--- config.mk ---
export PLATFORM = sky130hd
export DESIGN_NAME = intc_two_level
export DESIGN_NICKNAME = d
export VERILOG_FILES = /design/src/rtl/intc_pkg.sv /design/src/rtl/intc_sync.sv /design/src/rtl/intc_regs.sv /design/src/rtl/intc_group_out.sv /design/src/rtl/intc_two_level.sv
export SDC_FILE = /design/constraint.sdc
export NUM_CORES = 1
export LEC_CHECK = 0
export ABC_AREA = 1
export BUFFER_PORTS_ARGS = -buffer_cell sky130_fd_sc_hd__buf_2
export CORE_MARGIN = 2
export CORE_UTILIZATION = 55
export DETAILED_ROUTE_END_ITERATION = 7
export PLACE_DENSITY = 0.92
export SKIP_LAST_GASP = 1
export SLEW_MARGIN = 20
export SYNTH_ARGS = -nofsm -noshare
export SYNTH_HDL_FRONTEND = slang
export SYNTH_HIERARCHICAL = 1
export SYNTH_SLANG_ARGS = --single-unit
--- constraint.sdc ---
create_clock -name clk -period 2.3 [get_ports clk]
set_input_delay 0.46 -clock clk [delete_from_list [all_inputs] [get_ports clk]]
set_output_delay 0.46 -clock clk [all_outputs]
set_load 0.01 [all_outputs]
--- src/rtl/intc_pkg.sv ---
package intc_pkg;
   localparam int unsigned REG_ADDR_W = 2;

   typedef enum logic [REG_ADDR_W-1:0] {
      SEL_MASK   = 2'd0,
      SEL_RAW    = 2'd1,
      SEL_MASKED = 2'd2,
      SEL_NONE   = 2'd3
   } intc_sel_e;

   // bit vector of ones over [lo, hi] inside a width of 32
   function automatic logic [31:0] span_bits(input int unsigned lo, input int unsigned hi);
      logic [31:0] v;
      v = '0;
      for (int unsigned i = 0; i < 32; i++) begin
         if (i >= lo && i <= hi) v[i] = 1'b1;
      end
      return v;
   endfunction
endpackage

--- src/rtl/intc_sync.sv ---
module intc_sync #(
   parameter int unsigned WIDTH  = 22,
   parameter int unsigned STAGES = 2
) (
   input  logic             clk,
   input  logic             rst_n,
   input  logic [WIDTH-1:0] din,
   output logic [WIDTH-1:0] dout
);
   if (WIDTH < 1) begin : g_bad_width
      $error("intc_sync: WIDTH must be at least 1");
   end
   if (STAGES == 1) begin : g_bad_stages
      $error("intc_sync: STAGES must be 0 (bypass) or at least 2");
   end

   if (STAGES == 0) begin : g_bypass
      assign dout = din;
   end else begin : g_chain
      logic [WIDTH-1:0] stage_q [STAGES];
      for (genvar s = 0; s < STAGES; s++) begin : g_stage
         if (s == 0) begin : g_first
            always_ff @(posedge clk or negedge rst_n) begin
               if (!rst_n) stage_q[s] <= '0;
               else        stage_q[s] <= din;
            end
         end else begin : g_next
            always_ff @(posedge clk or negedge rst_n) begin
               if (!rst_n) stage_q[s] <= '0;
               else        stage_q[s] <= stage_q[s-1];
            end
         end
      end
      assign dout = stage_q[STAGES-1];
   end
endmodule

--- src/rtl/intc_regs.sv ---
module intc_regs
   import intc_pkg::*;
#(
   parameter int unsigned NUM_SRC = 22,
   parameter int unsigned DATA_W  = 32
) (
   input  logic                  clk,
   input  logic                  rst_n,
   input  logic                  wr_i,
   input  logic [REG_ADDR_W-1:0] addr_i,
   input  logic [NUM_SRC-1:0]    wdata_i,
   input  logic [NUM_SRC-1:0]    raw_i,
   output logic [NUM_SRC-1:0]    mask_o,
   output logic [NUM_SRC-1:0]    masked_o,
   output logic [DATA_W-1:0]     rdata_o
);
   localparam int unsigned PAD_W = DATA_W - NUM_SRC;

   if (NUM_SRC > DATA_W) begin : g_bad_width
      $error("intc_regs: NUM_SRC must fit in DATA_W");
   end

   logic [NUM_SRC-1:0] mask_q;
   logic [NUM_SRC-1:0] rsel;
   intc_sel_e          sel;

   assign sel = intc_sel_e'(addr_i);

   always_ff @(posedge clk or negedge rst_n) begin
      if (!rst_n)                      mask_q <= '0;
      else if (wr_i && sel == SEL_MASK) mask_q <= wdata_i;
   end

   assign mask_o   = mask_q;
   assign masked_o = raw_i & mask_q;

   always_comb begin
      unique case (sel)
         SEL_MASK:   rsel = mask_q;
         SEL_RAW:    rsel = raw_i;
         SEL_MASKED: rsel = raw_i & mask_q;
         default:    rsel = '0;
      endcase
   end

   if (PAD_W > 0) begin : g_pad
      assign rdata_o = {{PAD_W{1'b0}}, rsel};
   end else begin : g_nopad
      assign rdata_o = rsel;
   end


   ro_write_ignored_chk: assert property (@(posedge clk) disable iff (!rst_n)
      (wr_i && addr_i != 2'd0) |=> $stable(mask_q));


   mask_write_chk: assert property (@(posedge clk) disable iff (!rst_n)
      (wr_i && addr_i == 2'd0) |=> (mask_q == $past(wdata_i)));
endmodule

--- src/rtl/intc_group_out.sv ---
module intc_group_out #(
   parameter int unsigned LO = 0,
   parameter int unsigned HI = 16
) (
   input  logic           clk,
   input  logic           rst_n,
   input  logic [HI-LO:0] pend_i,
   output logic           req_o
);
   if (HI < LO) begin : g_bad_range
      $error("intc_group_out: HI must not be below LO");
   end

   logic req_q;
   always_ff @(posedge clk or negedge rst_n) begin
      if (!rst_n) req_q <= 1'b0;
      else        req_q <= |pend_i;
   end
   assign req_o = req_q;
endmodule

--- src/rtl/intc_two_level.sv ---
module intc_two_level
   import intc_pkg::*;
#(
   parameter int unsigned NUM_SRC     = 22,
   parameter int unsigned NUM_FAST    = 5,
   parameter int unsigned SYNC_STAGES = 2,
   parameter int unsigned DATA_W      = 32
) (
   input  logic                  clk,
   input  logic                  rst_n,
   input  logic [NUM_SRC-1:0]    src_i,
   input  logic                  reg_wr_i,
   input  logic [REG_ADDR_W-1:0] reg_addr_i,
   input  logic [NUM_SRC-1:0]    reg_wdata_i,
   output logic [DATA_W-1:0]     reg_rdata_o,
   output logic                  irq_o,
   output logic                  fiq_o
);
   localparam int unsigned FAST_LO = NUM_SRC - NUM_FAST;
   localparam int unsigned NORM_HI = FAST_LO - 1;
   localparam logic [31:0] FAST_SPAN = span_bits(FAST_LO, NUM_SRC - 1);
   localparam logic [31:0] NORM_SPAN = span_bits(0, NORM_HI);
   localparam logic [NUM_SRC-1:0] FAST_BITS = FAST_SPAN[NUM_SRC-1:0];
   localparam logic [NUM_SRC-1:0] NORM_BITS = NORM_SPAN[NUM_SRC-1:0];

   if (NUM_SRC > 32 || NUM_SRC > DATA_W) begin : g_bad_src
      $error("intc_two_level: NUM_SRC must fit in 32 bits and DATA_W");
   end
   if (NUM_FAST < 1 || NUM_FAST >= NUM_SRC) begin : g_bad_fast
      $error("intc_two_level: NUM_FAST must leave both groups non-empty");
   end

   logic [NUM_SRC-1:0] raw;
   logic [NUM_SRC-1:0] mask;
   logic [NUM_SRC-1:0] masked;
   logic [1:0]         grp_req;

   intc_sync #(.WIDTH(NUM_SRC), .STAGES(SYNC_STAGES)) i_sync (
      .clk  (clk),
      .rst_n(rst_n),
      .din  (src_i),
      .dout (raw)
   );

   intc_regs #(.NUM_SRC(NUM_SRC), .DATA_W(DATA_W)) i_regs (
      .clk     (clk),
      .rst_n   (rst_n),
      .wr_i    (reg_wr_i),
      .addr_i  (reg_addr_i),
      .wdata_i (reg_wdata_i),
      .raw_i   (raw),
      .mask_o  (mask),
      .masked_o(masked),
      .rdata_o (reg_rdata_o)
   );

   // group 0 = normal line, group 1 = fast line
   for (genvar g = 0; g < 2; g++) begin : g_grp
      localparam int unsigned LO = (g == 0) ? 0       : FAST_LO;
      localparam int unsigned HI = (g == 0) ? NORM_HI : NUM_SRC - 1;
      intc_group_out #(.LO(LO), .HI(HI)) i_out (
         .clk   (clk),
         .rst_n (rst_n),
         .pend_i(masked[HI:LO]),
         .req_o (grp_req[g])
      );
   end

   assign irq_o = grp_req[0];
   assign fiq_o = grp_req[1];


   zero_mask_quiet_chk: assert property (@(posedge clk) disable iff (!rst_n)
      (mask == '0) |=> (!irq_o && !fiq_o));


   norm_line_source_chk: assert property (@(posedge clk) disable iff (!rst_n)
      ((raw & mask & NORM_BITS) == '0) |=> !irq_o);


   fast_line_source_chk: assert property (@(posedge clk) disable iff (!rst_n)
      ((raw & mask & FAST_BITS) == '0) |=> !fiq_o);


   fast_line_level_chk: assert property (@(posedge clk) disable iff (!rst_n)
      ((raw & mask & FAST_BITS) != '0) |=> fiq_o);


   norm_line_level_chk: assert property (@(posedge clk) disable iff (!rst_n)
      ((raw & mask & NORM_BITS) != '0) |=> irq_o);
endmodule

# Yosys cells after proc, flatten, opt, wreduce, memory -nomap -nowiden
# Cells that the tools add are included.
totals:
  ff_bits: 68
  latchBits: 0
  ramBits: 0
  romBits: 0
  in_bits: 49
  out_inout_bits: 34
  elab_cells: 13
  mem_count: 0
classes:
  add_sub_neg: 0
  n_mul: 0
  div_mod_pow: 0
  magnitude_cmp: 0
  eq_ne: 2
  shifts: 0
  n_mux: 1
  n_bitwise: 1
  n_reduce_logical: 4
op_table:
  columns: ["operator", "count"]
  rows:
  - ["22-bit case mux with 3 select lines", 1]
  - ["22-bit AND", 1]
  - ["17-bit OR reduction", 1]
  - ["5-bit OR reduction", 1]
  - ["2-bit by 1-bit == test with 1-bit output (second input constant)", 1]
  - ["2-bit == test (second input constant)", 1]
  - ["2-bit zero test", 1]
  - ["1-bit logical AND", 1]

# Logic depth before layout (Yosys ltp)
# Gate-level depths: netlist (run 1).
depth:
  depth_word: 2
  ltp_mapped: 7
  depth_no_buf: 6

# Modules after synthesis
# The synthesis (run 1) kept the hierarchy.
modules_own_cells:
  columns: ["mod", "instances", "cells_each", "area_each_um2", "seq_area_each_um2"]
  rows:
  - ["intc_regs", 1, 293, 1719.1, 550.5]
  - ["intc_sync", 1, 66, 1266.2, 1101.1]
  - ["intc_group_out (g_grp[0].i_out)", 1, 15, 82.6, 25.0]
  - ["intc_group_out (g_grp[1].i_out)", 1, 5, 41.3, 25.0]

# Worst setup path before layout (run 1)
# OpenSTA, ideal clock, no wires.
synth_path:
  path_kind: "in2out"
  startpoint: "in reg_addr_i[1]"
  endpoint: "out reg_rdata_o[10]"
  arrival_time_ns: 0.978
  required_ns: 1.840
  path_slack_ns: 0.862
  cell_stages: 6
  n_path_buf: 1
  cell_sequence: "inv_1 -> nand2_2 -> buf_4 -> nand2_1 -> nand2_1 -> inv_1"
synth_via:
  elab_chain_cells: 2
  elab_cells_between_ends: 4
  cone_classes: "eq/ne (2); mux (1); reduce/logical (1)"
synth_rtl:
  columns: ["item", "line_no", "rtl"]
  rows:
  - ["from (decl)", "intc_two_level.sv:13", "input logic [REG_ADDR_W-1:0] reg_addr_i,"]
  - ["2-bit == test (tied with other cells)", "intc_regs.sv:38", "unique case (sel)"]
  - ["22-bit case mux with 3 select lines (*)", "intc_regs.sv:38", null]
  - ["to (decl)", "intc_two_level.sv:15", "output logic [DATA_W-1:0] reg_rdata_o,"]
# Mark *: on every way between the ends. The rest lies on a longest branch, timed or not.

# Worst setup path in the final report (run 1)
layout_path:
  startpoint: "in reg_addr_i[1]"
  endpoint: "out reg_rdata_o[20]"
# Same word-level chain as after synthesis.

==> impl_metrics.env, run 1 <==
export IMPL_dp_hpwl_um=3990
export IMPL_async_flop_share=1.00
export IMPL_max_slew_worst_pin_slew_ns=0.508
export IMPL_min_period_over_period=0.841
export IMPL_comb_power_share=0.143
export IMPL_drive_gt1_frac=0.226
export IMPL_synth_top_area_frac=0.547
export IMPL_wirelength_um=5970
export IMPL_crit_path_max_incr_delay_ns=0.33
export IMPL_multiInputGateArea_um2=843
export IMPL_internal_power_w=0.00204
export IMPL_peakVddDrop_v=0.000606
export IMPL_seq_area_frac_synth=0.547
export IMPL_synth_top_area_cell="dfrtp_1"
export IMPL_synth_avg_cell_area_um2=8.20
export IMPL_wl_per_cell_um=11.8
export IMPL_io_buffers=72
export IMPL_cts_root_buf="clkbuf_8"
export IMPL_globalplace_congestion=0.822
export IMPL_clock_skew_ns=0.00563
export IMPL_fin_util=0.638
export IMPL_path_buf_inv=4
export IMPL_synth_enable_flop_cells=0
export IMPL_die_area_um2=6270
export IMPL_drt_pass1_iter_count=4
export IMPL_max_cap_viol_count=0
export IMPL_grt_usage=0.212
export IMPL_coreArea_um2=5470
export IMPL_setup_viol=0
export IMPL_finalSetupTns_ns=0
export IMPL_first_global_vias=2192
export IMPL_hold_viol_final=0
export IMPL_cp_depth=7
export IMPL_crit_chain="buf_2 > inv_1 > nand2_2 > nand2_1 > nand2_1 > inv_1 > buf_2"
export IMPL_final_antenna_net_count=0
export IMPL_crit_path_top_delay_cell="nand2_2"
export IMPL_rsz0062_at_grt="false"
export IMPL_grt_max_degree=69
export IMPL_drc_errors=0
export IMPL_startpoint_type="input pin"
export IMPL_synthAdderAreaFrac=0
export IMPL_timing_critical_path_arrival_ns=1.47
export IMPL_rrSetupSlack_ns=1.30
export IMPL_finalCriticalPeriod_ns=1.93
export IMPL_postCtsSetupRepairBufs=0
export IMPL_cpLargestDelayFamily="simple AND/OR/NAND/NOR gates"
export IMPL_synthTopCellsByArea="dfrtp_1 (55%), nand2_1 (18%), buf_4 (8.5%), inv_1 (8.2%), nand3_1 (3.9%)"
export IMPL_clkSinkCount=68
export IMPL_power_leakage_nw=2.28
export IMPL_viasPerCell=4.58
export IMPL_postCtsHoldBufs=0
export IMPL_placed_area_um2=3290
export IMPL_grt_pass1_wl_um=9830
export IMPL_synth_area_um2=3110
export IMPL_synth_most_common_cell="nand2_1"
export IMPL_n_antenna_cell=0
export IMPL_synthCells=379
export IMPL_synthSimpleGateAreaFrac=0.259
export IMPL_htreeDepth=3
export IMPL_vias=2316
export IMPL_rows=27
export IMPL_grt_antenna_before_repair=0
export IMPL_ys_seq_elements=68
export IMPL_synth_compound_area_share=0
export IMPL_crit_type="input pin to output pin"
export IMPL_path_clk_slew_ns=0.06
export IMPL_switching_power_w=0.000710
export IMPL_post_synth_xor_area_fraction=0
export IMPL_cts_tree="built"
export IMPL_fillers=469
export IMPL_power_frac_seq=0.498
export IMPL_grt_overflow=0
export IMPL_pin_count=83
export IMPL_first_iter_violations=243
export IMPL_crit_required_ns=1.84
export IMPL_nets=479
export IMPL_dieHeight_um=79.2
export IMPL_worstPathMaxFanout=22
export IMPL_timing_rr_start="i_regs/mask_o[5]"
export IMPL_slew_headroom=0.660
export IMPL_area_growth_syn_to_layout_pct=12.3
export IMPL_fmax_mhz=517
export IMPL_regArea_um2=1700
export IMPL_synth_flop_cell="dfrtp_1"
export IMPL_min_path_type="input pin to async pin"
export IMPL_worst_r2r_path_depth=5
export IMPL_synthTopCellsByCount="nand2_1 (152), dfrtp_1 (68), inv_1 (68)"
export IMPL_cts_buffer_depth=2
export IMPL_die_x_um=79.2
export IMPL_yosys_warnings=6
export IMPL_muxShareOfSynthArea=0
export IMPL_crit_start="reg_addr_i[1]"
export IMPL_worst_skew_pair_late_latency_ns=0.33
export IMPL_ctsResizeCount=0
export IMPL_start_util=0.568
export IMPL_pwr_density_cell_nw_per_um2=788
export IMPL_synth_distinct_cells=15
export IMPL_swShare=0.258
export IMPL_slew_viol_final=0
export IMPL_status="complete, no violations"
export IMPL_numCtsBuffers=9
export IMPL_clockPowerShare=0.359
export IMPL_synth_top_family_by_area="simple AND/OR/NAND/NOR gates"
export IMPL_stdcell_area_um2=3490
export IMPL_cp_end_kind="output pin"
## state kept, by name (all words and copies together), names as in the netlist
signal,cells
i_regs/mask_o,22
i_sync/dout,22
i_sync/g_chain.stage_q,22
g_grp.i_out/req_o,2
## metal layers
layer	track usage	share of wire	vias to the layer above
met1	0.259	0.39	1066
li1	-	-	1147
met5	0	0	-
met3	0.0625	0.073	7
met4	0.0948	0.012	0
met2	0.350	0.52	96
## worst paths after layout
path | endpoint
worst max-delay path | reg_rdata_o[20]
min in group clk | i_sync/g_chain.stage_q[24]
worst min-delay path | i_regs/mask_o[19]
max in group asynchronous | i_sync/dout[12]
worst max register to register | g_grp[0].i_out/req_o
worst min register to register | i_sync/dout[10]
## metrics by stage
step / hold WS [ns] / power, W / cells / worst slack (ns)
2_1_floorplan: 0.164 / 0.00166 / 388 / 0.862
3_3_place_gp: 0.331 / 0.00176 / 491 / 0.434
3_5_place_dp: 0.335 / 0.00178 / 491 / 0.396
4_1_cts: 0.138 / 0.00278 / 506 / 0.358
5_1_grt: 0.142 / 0.00290 / 506 / 0.242
6_report: 0.128 / 0.00275 / 506 / 0.365
## power groups by stage
stage	clock (W)	sequential, W	combinational, W
floorplan	0	0.00137	0.000290
global placement	0	0.00138	0.000378
detailed placement	0	0.00139	0.000393
CTS	0.00101	0.00137	0.000397
global route	0.00107	0.00138	0.000453
finish	0.000987	0.00137	0.000394
## cell usage in the layout, fill, tap and decap left out, drive strengths merged
master	count
or2	1
buf	75
clkbuf	14
nand2	160
nand3	24
inv	69
nor2	11
bufinv	1
conb	10
dfrtp	68
nor3	1
## final cells by class
cell class / count / area share
multi-input cells: 207 / 0.241
clock buffers: 14 / 0.0494
well taps: 72 / 0.0258
flip-flops and latches: 68 / 0.487
repair buffers: 75 / 0.113
clock inverters: 1 / 0.00860
inverters: 69 / 0.0742
## logic make-up (layout without fill, tap and decap cells)
family / count (synthesis) / count (layout)
other: 1 / 10
buffers and inverters: 113 / 159
flip-flops: 68 / 68
AND/OR/NAND/NOR: 197 / 197
Power figures use the tool's default switching activity.
==> run 2: changes to the inputs <==
--- a/config.mk
+++ b/config.mk
@@ -8,9 +8,9 @@
 export ABC_AREA = 1
 export BUFFER_PORTS_ARGS = -buffer_cell sky130_fd_sc_hd__buf_2
 export CORE_MARGIN = 2
-export CORE_UTILIZATION = 55
+export CORE_UTILIZATION = 47
 export DETAILED_ROUTE_END_ITERATION = 7
-export PLACE_DENSITY = 0.92
+export PLACE_DENSITY = 0.84
 export SKIP_LAST_GASP = 1
 export SLEW_MARGIN = 20
 export SYNTH_ARGS = -nofsm -noshare
==> constraint.sdc (replaced) <==
create_clock -name clk -period 1.63 [get_ports clk]
set_input_delay 0.326 -clock clk [delete_from_list [all_inputs] [get_ports clk]]
set_output_delay 0.326 -clock clk [all_outputs]
set_load 0.01 [all_outputs]
==> run 2 against run 1 <==
  * The run now ends with hold timing left
  * Sequential share of layout area decreased by 0.28 points
  * Cell area increased by 0.57%
  * Clock-buffer cell count is 1 lower
  * Die area rose by 16%
  * Largest cell class unchanged
  * Sequential cell count unchanged
  * Final cell count increased by 1.6%
==> impl_metrics.env, run 2 (same netlist as run 1, synthesis figures left out) <==
export IMPL_status="finished, violations left"
export IMPL_violations="hold timing"
export IMPL_min_path_type="input pin to async pin"
export IMPL_max_cap_viol_count=0
export IMPL_min_period_over_period=0.876
export IMPL_mostFrequentLayoutCell="nand2_1"
export IMPL_die_x_um=85.3
export IMPL_area_growth_syn_to_layout_pct=13.0
export IMPL_first_iter_violations=95
export IMPL_timing_rr_start="i_sync/dout[11]"
export IMPL_cp_depth=5
export IMPL_viasPerCell=4.49
export IMPL_crit_top_cell="nand2_1"
export IMPL_io_buffers=72
export IMPL_first_global_vias=2238
export IMPL_globalplace_congestion=0.762
export IMPL_fmax_mhz=700
export IMPL_cts_tree="built"
export IMPL_cpLargestDelayFamily="flip-flops"
export IMPL_hold_viol_final=6
export IMPL_postCtsHoldBufs=0
export IMPL_slew_viol_final=0
export IMPL_r2r_end="g_grp[0].i_out/req_o"
export IMPL_path_clk_slew_ns=0.07
export IMPL_start_util=0.487
export IMPL_clkSinkCount=68
export IMPL_rows=29
export IMPL_dp_hpwl_um=4120
export IMPL_postCtsSetupRepairBufs=0
export IMPL_crit_chain="nand2_1 > nand2_1 > nand2_1 > inv_1 > buf_2"
export IMPL_grt_antenna_before_repair=0
export IMPL_nets=482
export IMPL_final_antenna_net_count=0
export IMPL_placed_area_um2=3340
export IMPL_crit_type="register to output pin"
export IMPL_rsz0062_at_grt="false"
export IMPL_numCtsBuffers=9
export IMPL_crit_required_ns=1.30
export IMPL_die_area_um2=7280
export IMPL_drt_pass1_iter_count=4
export IMPL_cts_root_buf="clkbuf_8"
export IMPL_coreArea_um2=6390
export IMPL_dpl_cell_count=499
export IMPL_worstPathMaxFanout=3
export IMPL_htreeDepth=3
export IMPL_grt_usage=0.175
export IMPL_crit_path_max_incr_delay_ns=0.41
export IMPL_ctsResizeCount=0
export IMPL_setup_viol=0
export IMPL_crit_end="reg_rdata_o[20]"
export IMPL_drc_errors=0
export IMPL_drive_gt1_frac=0.231
export IMPL_grt_pass1_wl_um=9830
export IMPL_worst_skew_pair_late_latency_ns=0.33
export IMPL_pwr_density_cell_nw_per_um2=1050
export IMPL_stdcell_area_um2=3510
export IMPL_wl_per_cell_um=11.4
export IMPL_worst_hold_slack_ns=-0.00429
export IMPL_worst_r2r_path_depth=6
export IMPL_peakVddDrop_v=0.000707
export IMPL_grt_max_degree=69
export IMPL_finalSetupTns_ns=0
export IMPL_path_buf_inv=2
export IMPL_vias=2309
export IMPL_clock_skew_ns=0.00550
export IMPL_pin_count=83
export IMPL_dieHeight_um=85.3
export IMPL_wirelength_um=5860
export IMPL_cts_buffer_depth=2
export IMPL_startpoint_type="register"
export IMPL_finalCriticalPeriod_ns=1.43
export IMPL_crit_path_top_delay_cell="dfrtp_1"
export IMPL_timing_critical_path_arrival_ns=1.10
export IMPL_crit_start="i_regs/mask_o[20]"
export IMPL_final_cell_mix="nand2_1 (152), buf_2 (72), dfrtp_1 (68), inv_1 (68), nand3_1 (24)"
export IMPL_cp_end_kind="output pin"
export IMPL_n_antenna_cell=0
export IMPL_rrSetupSlack_ns=0.61
export IMPL_grt_overflow=0
export IMPL_finalNonFillerCells=514
export IMPL_power_leakage_nw=2.29
-- run 2: cell types whose count changed in the layout (fill, tap and decap cells not counted), sizes merged --
cell / previous run / this run
clkbuf: 14 / 13
bufinv: 1 / 0
buf: 75 / 78
clkinv: 0 / 2
-- run 2: per-stage QoR --
step                setup WS, ns  hold WS [ns]   util  power, W
floorplan                  0.460        0.0304      -   0.00234
global placement           0.220         0.331  0.524   0.00250
detailed placement         0.190         0.335  0.524   0.00253
CTS                        0.178       0.00748  0.550   0.00374
global route              0.0940        0.0192  0.550   0.00391
finish                     0.202      -0.00429  0.550   0.00368
-- run 2: worst min-delay path by stage --
stage	start	end	slack, ns	cells past startpoint
2_1_floorplan	rst_n	g_grp[0].i_out/req_o	0.03	0
3_3_place_gp	i_sync/g_chain.stage_q[43]	i_sync/dout[21]	0.33	0
6_report	rst_n	i_sync/dout[5]	-0.004	2
4_1_cts	rst_n	i_regs/mask_o[3]	0.007	2
3_5_place_dp	i_sync/g_chain.stage_q[42]	i_sync/dout[20]	0.33	0
5_1_grt	rst_n	i_sync/g_chain.stage_q[22]	0.02	2
-- run 2: metal layers --
layer	GRT usage	vias up	wire length, µm	share of wire
met3	0.0340	15	333	0.057
met5	0	-	0	0
li1	-	1158	-	-
met1	0.213	1058	2510	0.43
met2	0.297	78	2870	0.49
met4	0.0895	0	142	0.024
-- run 2: final cells by class --
class                      count  area (µm²)
fill                         611        2870
sequential                    68        1700
multi-input combinational    207         843
timing repair buffer          78         443
inverter                      69         259
clock buffer                  13         159
tap                           77        96.3
clock inverter                 2        10.0
-- run 2: power by group --
group	internal [W]	switching, W
clock network	0.000623	0.000562
logic	0.000228	0.000334
registers	0.00184	0.0000934
total	0.00269	0.000989
-- run 2: worst register-to-register path, delay by kind of cell (launching register included) --
kind	cells	cell delay, ns
flops	1	0.39
buf+inv	1	0.04
simple gates	5	0.45
==> run 3: changes to the inputs <==
--- a/config.mk
+++ b/config.mk
@@ -9,6 +9,7 @@
 export BUFFER_PORTS_ARGS = -buffer_cell sky130_fd_sc_hd__buf_2
 export CORE_MARGIN = 2
 export CORE_UTILIZATION = 47
+export CTS_BUF_LIST = sky130_fd_sc_hd__clkbuf_4 sky130_fd_sc_hd__clkbuf_8 sky130_fd_sc_hd__clkbuf_16
 export DETAILED_ROUTE_END_ITERATION = 7
 export PLACE_DENSITY = 0.84
 export SKIP_LAST_GASP = 1
==> run 3 against run 2 <==
  * Non-clock buffer count is the same
  * Largest cell class unchanged
  * Maximum frequency shrank 0.22%
  * The run still ends with hold timing left
  * Global-route usage is essentially flat
==> impl_metrics.env, run 3 (same netlist as run 1, synthesis figures left out) <==
export IMPL_globalplace_congestion=0.762
export IMPL_grt_pass1_wl_um=9810
export IMPL_drt_pass1_iter_count=4
export IMPL_final_cell_mix="nand2_1 (152), buf_2 (72), dfrtp_1 (68), inv_1 (68), nand3_1 (24)"
export IMPL_final_setup_worst_slack_ns=0.199
export IMPL_cp_end_kind="output pin"
export IMPL_worst_hold_slack_ns=-0.00413
export IMPL_numCtsBuffers=9
export IMPL_rrSetupSlack_ns=0.61
export IMPL_path_buf_inv=2
export IMPL_worstPathMaxFanout=3
export IMPL_grt_overflow=0
export IMPL_crit_top_cell="nand2_1"
export IMPL_worst_r2r_path_depth=6
export IMPL_min_period_over_period=0.878
export IMPL_dp_hpwl_um=4120
export IMPL_wl_per_cell_um=11.4
export IMPL_drc_errors=0
export IMPL_crit_path_max_incr_delay_ns=0.41
export IMPL_pwr_density_cell_nw_per_um2=1050
export IMPL_cts_root_buf="clkbuf_8"
export IMPL_wirelength_um=5860
export IMPL_viasPerCell=4.50
export IMPL_fmax_mhz=699
export IMPL_crit_required_ns=1.30
export IMPL_finalSetupTns_ns=0
export IMPL_ctsResizeCount=0
export IMPL_area_growth_syn_to_layout_pct=13.2
export IMPL_cts_tree="built"
export IMPL_peakVddDrop_v=0.000706
export IMPL_path_clk_slew_ns=0.07
export IMPL_n_antenna_cell=0
export IMPL_worst_skew_pair_late_latency_ns=0.33
export IMPL_timing_critical_path_arrival_ns=1.11
export IMPL_cpLargestDelayFamily="flip-flops"
export IMPL_cts_buffer_depth=2
export IMPL_io_buffers=72
export IMPL_rsz0062_at_grt="false"
export IMPL_start_util=0.487
export IMPL_crit_type="register to output pin"
export IMPL_postCtsHoldBufs=0
export IMPL_timing_rr_start="i_sync/dout[11]"
export IMPL_clkSinkCount=68
export IMPL_final_antenna_net_count=0
export IMPL_violations="hold timing"
export IMPL_min_path_type="input pin to async pin"
export IMPL_setup_viol=0
export IMPL_rows=29
export IMPL_fillers=608
export IMPL_mostFrequentLayoutCell="nand2_1"
export IMPL_crit_chain="nand2_1 > nand2_1 > nand2_1 > inv_1 > buf_2"
export IMPL_first_iter_violations=114
export IMPL_coreArea_um2=6390
export IMPL_finalCriticalPeriod_ns=1.43
export IMPL_power_leakage_nw=2.30
export IMPL_die_area_um2=7280
export IMPL_r2r_end="g_grp[0].i_out/req_o"
export IMPL_dpl_cell_count=499
export IMPL_die_x_um=85.3
export IMPL_grt_max_degree=69
export IMPL_status="finished, violations left"
export IMPL_finalNonFillerCells=514
export IMPL_max_cap_viol_count=0
export IMPL_postCtsSetupRepairBufs=0
export IMPL_htreeDepth=3
export IMPL_hold_viol_final=5
export IMPL_startpoint_type="register"
export IMPL_grt_usage=0.175
export IMPL_pin_count=83
export IMPL_pre_cts_ws_ns=0.190
export IMPL_first_global_vias=2238
export IMPL_nets=482
export IMPL_clock_skew_ns=0.00495
export IMPL_vias=2311
export IMPL_crit_path_top_delay_cell="dfrtp_1"
export IMPL_drive_gt1_frac=0.236
export IMPL_slew_viol_final=0
export IMPL_grt_antenna_before_repair=0
export IMPL_dieHeight_um=85.3
[run 3: cell counts in the layout (fill, tap and decap cells not counted)]
No cell type changed its count.
[run 3: per-layer routing]
layer / global-route usage / wire length (µm)
met2: 0.297 / 2870
met4: 0.0895 / 142
met1: 0.212 / 2500
met5: 0 / 0
met3: 0.0340 / 349
[run 3: cell type report]
cell class	instances	area, µm²	area share
inverter	69	259	0.0736
multi-input combinational	207	843	0.240
clock inverter	2	10.0	0.00284
clock buffer	13	166	0.0473
timing repair buffer	78	443	0.126
sequential	68	1700	0.483
tap	77	96.3	0.0274
[run 3: power by group]
part	switching (W)	internal (W)	leakage (nW)	total, W
sequential	0.0000933	0.00184	0.807	0.00193
clock	0.000561	0.000656	0.0961	0.00122
combinational	0.000334	0.000228	1.40	0.000561
[run 3: stage by stage]
| step | cell area [µm²] | utilization | hold WS [ns] | total power (W) |
|---|---|---|---|---|
| final | 3520 | 0.551 | -0.00413 | 0.00371 |
| after global routing | 3520 | 0.551 | 0.0192 | 0.00394 |
| after CTS | 3520 | 0.551 | 0.00748 | 0.00377 |
| after detailed placement | 3340 | 0.524 | 0.335 | 0.00253 |
| after global placement | 3340 | 0.524 | 0.331 | 0.00250 |
| after floorplan | 3140 | - | 0.0304 | 0.00234 |
[run 3: worst max path at each step]
stage | endpoint | from | slack, ns | cells after the start
finish | reg_rdata_o[20] | i_regs/mask_o[20] | 0.20 | 5
global route | reg_rdata_o[1] | reg_addr_i[0] | 0.09 | 7
CTS | reg_rdata_o[1] | i_regs/mask_o[1] | 0.18 | 5
detailed placement | reg_rdata_o[20] | reg_addr_i[0] | 0.19 | 7
global placement | reg_rdata_o[2] | reg_addr_i[1] | 0.22 | 8
floorplan | reg_rdata_o[10] | reg_addr_i[1] | 0.46 | 6
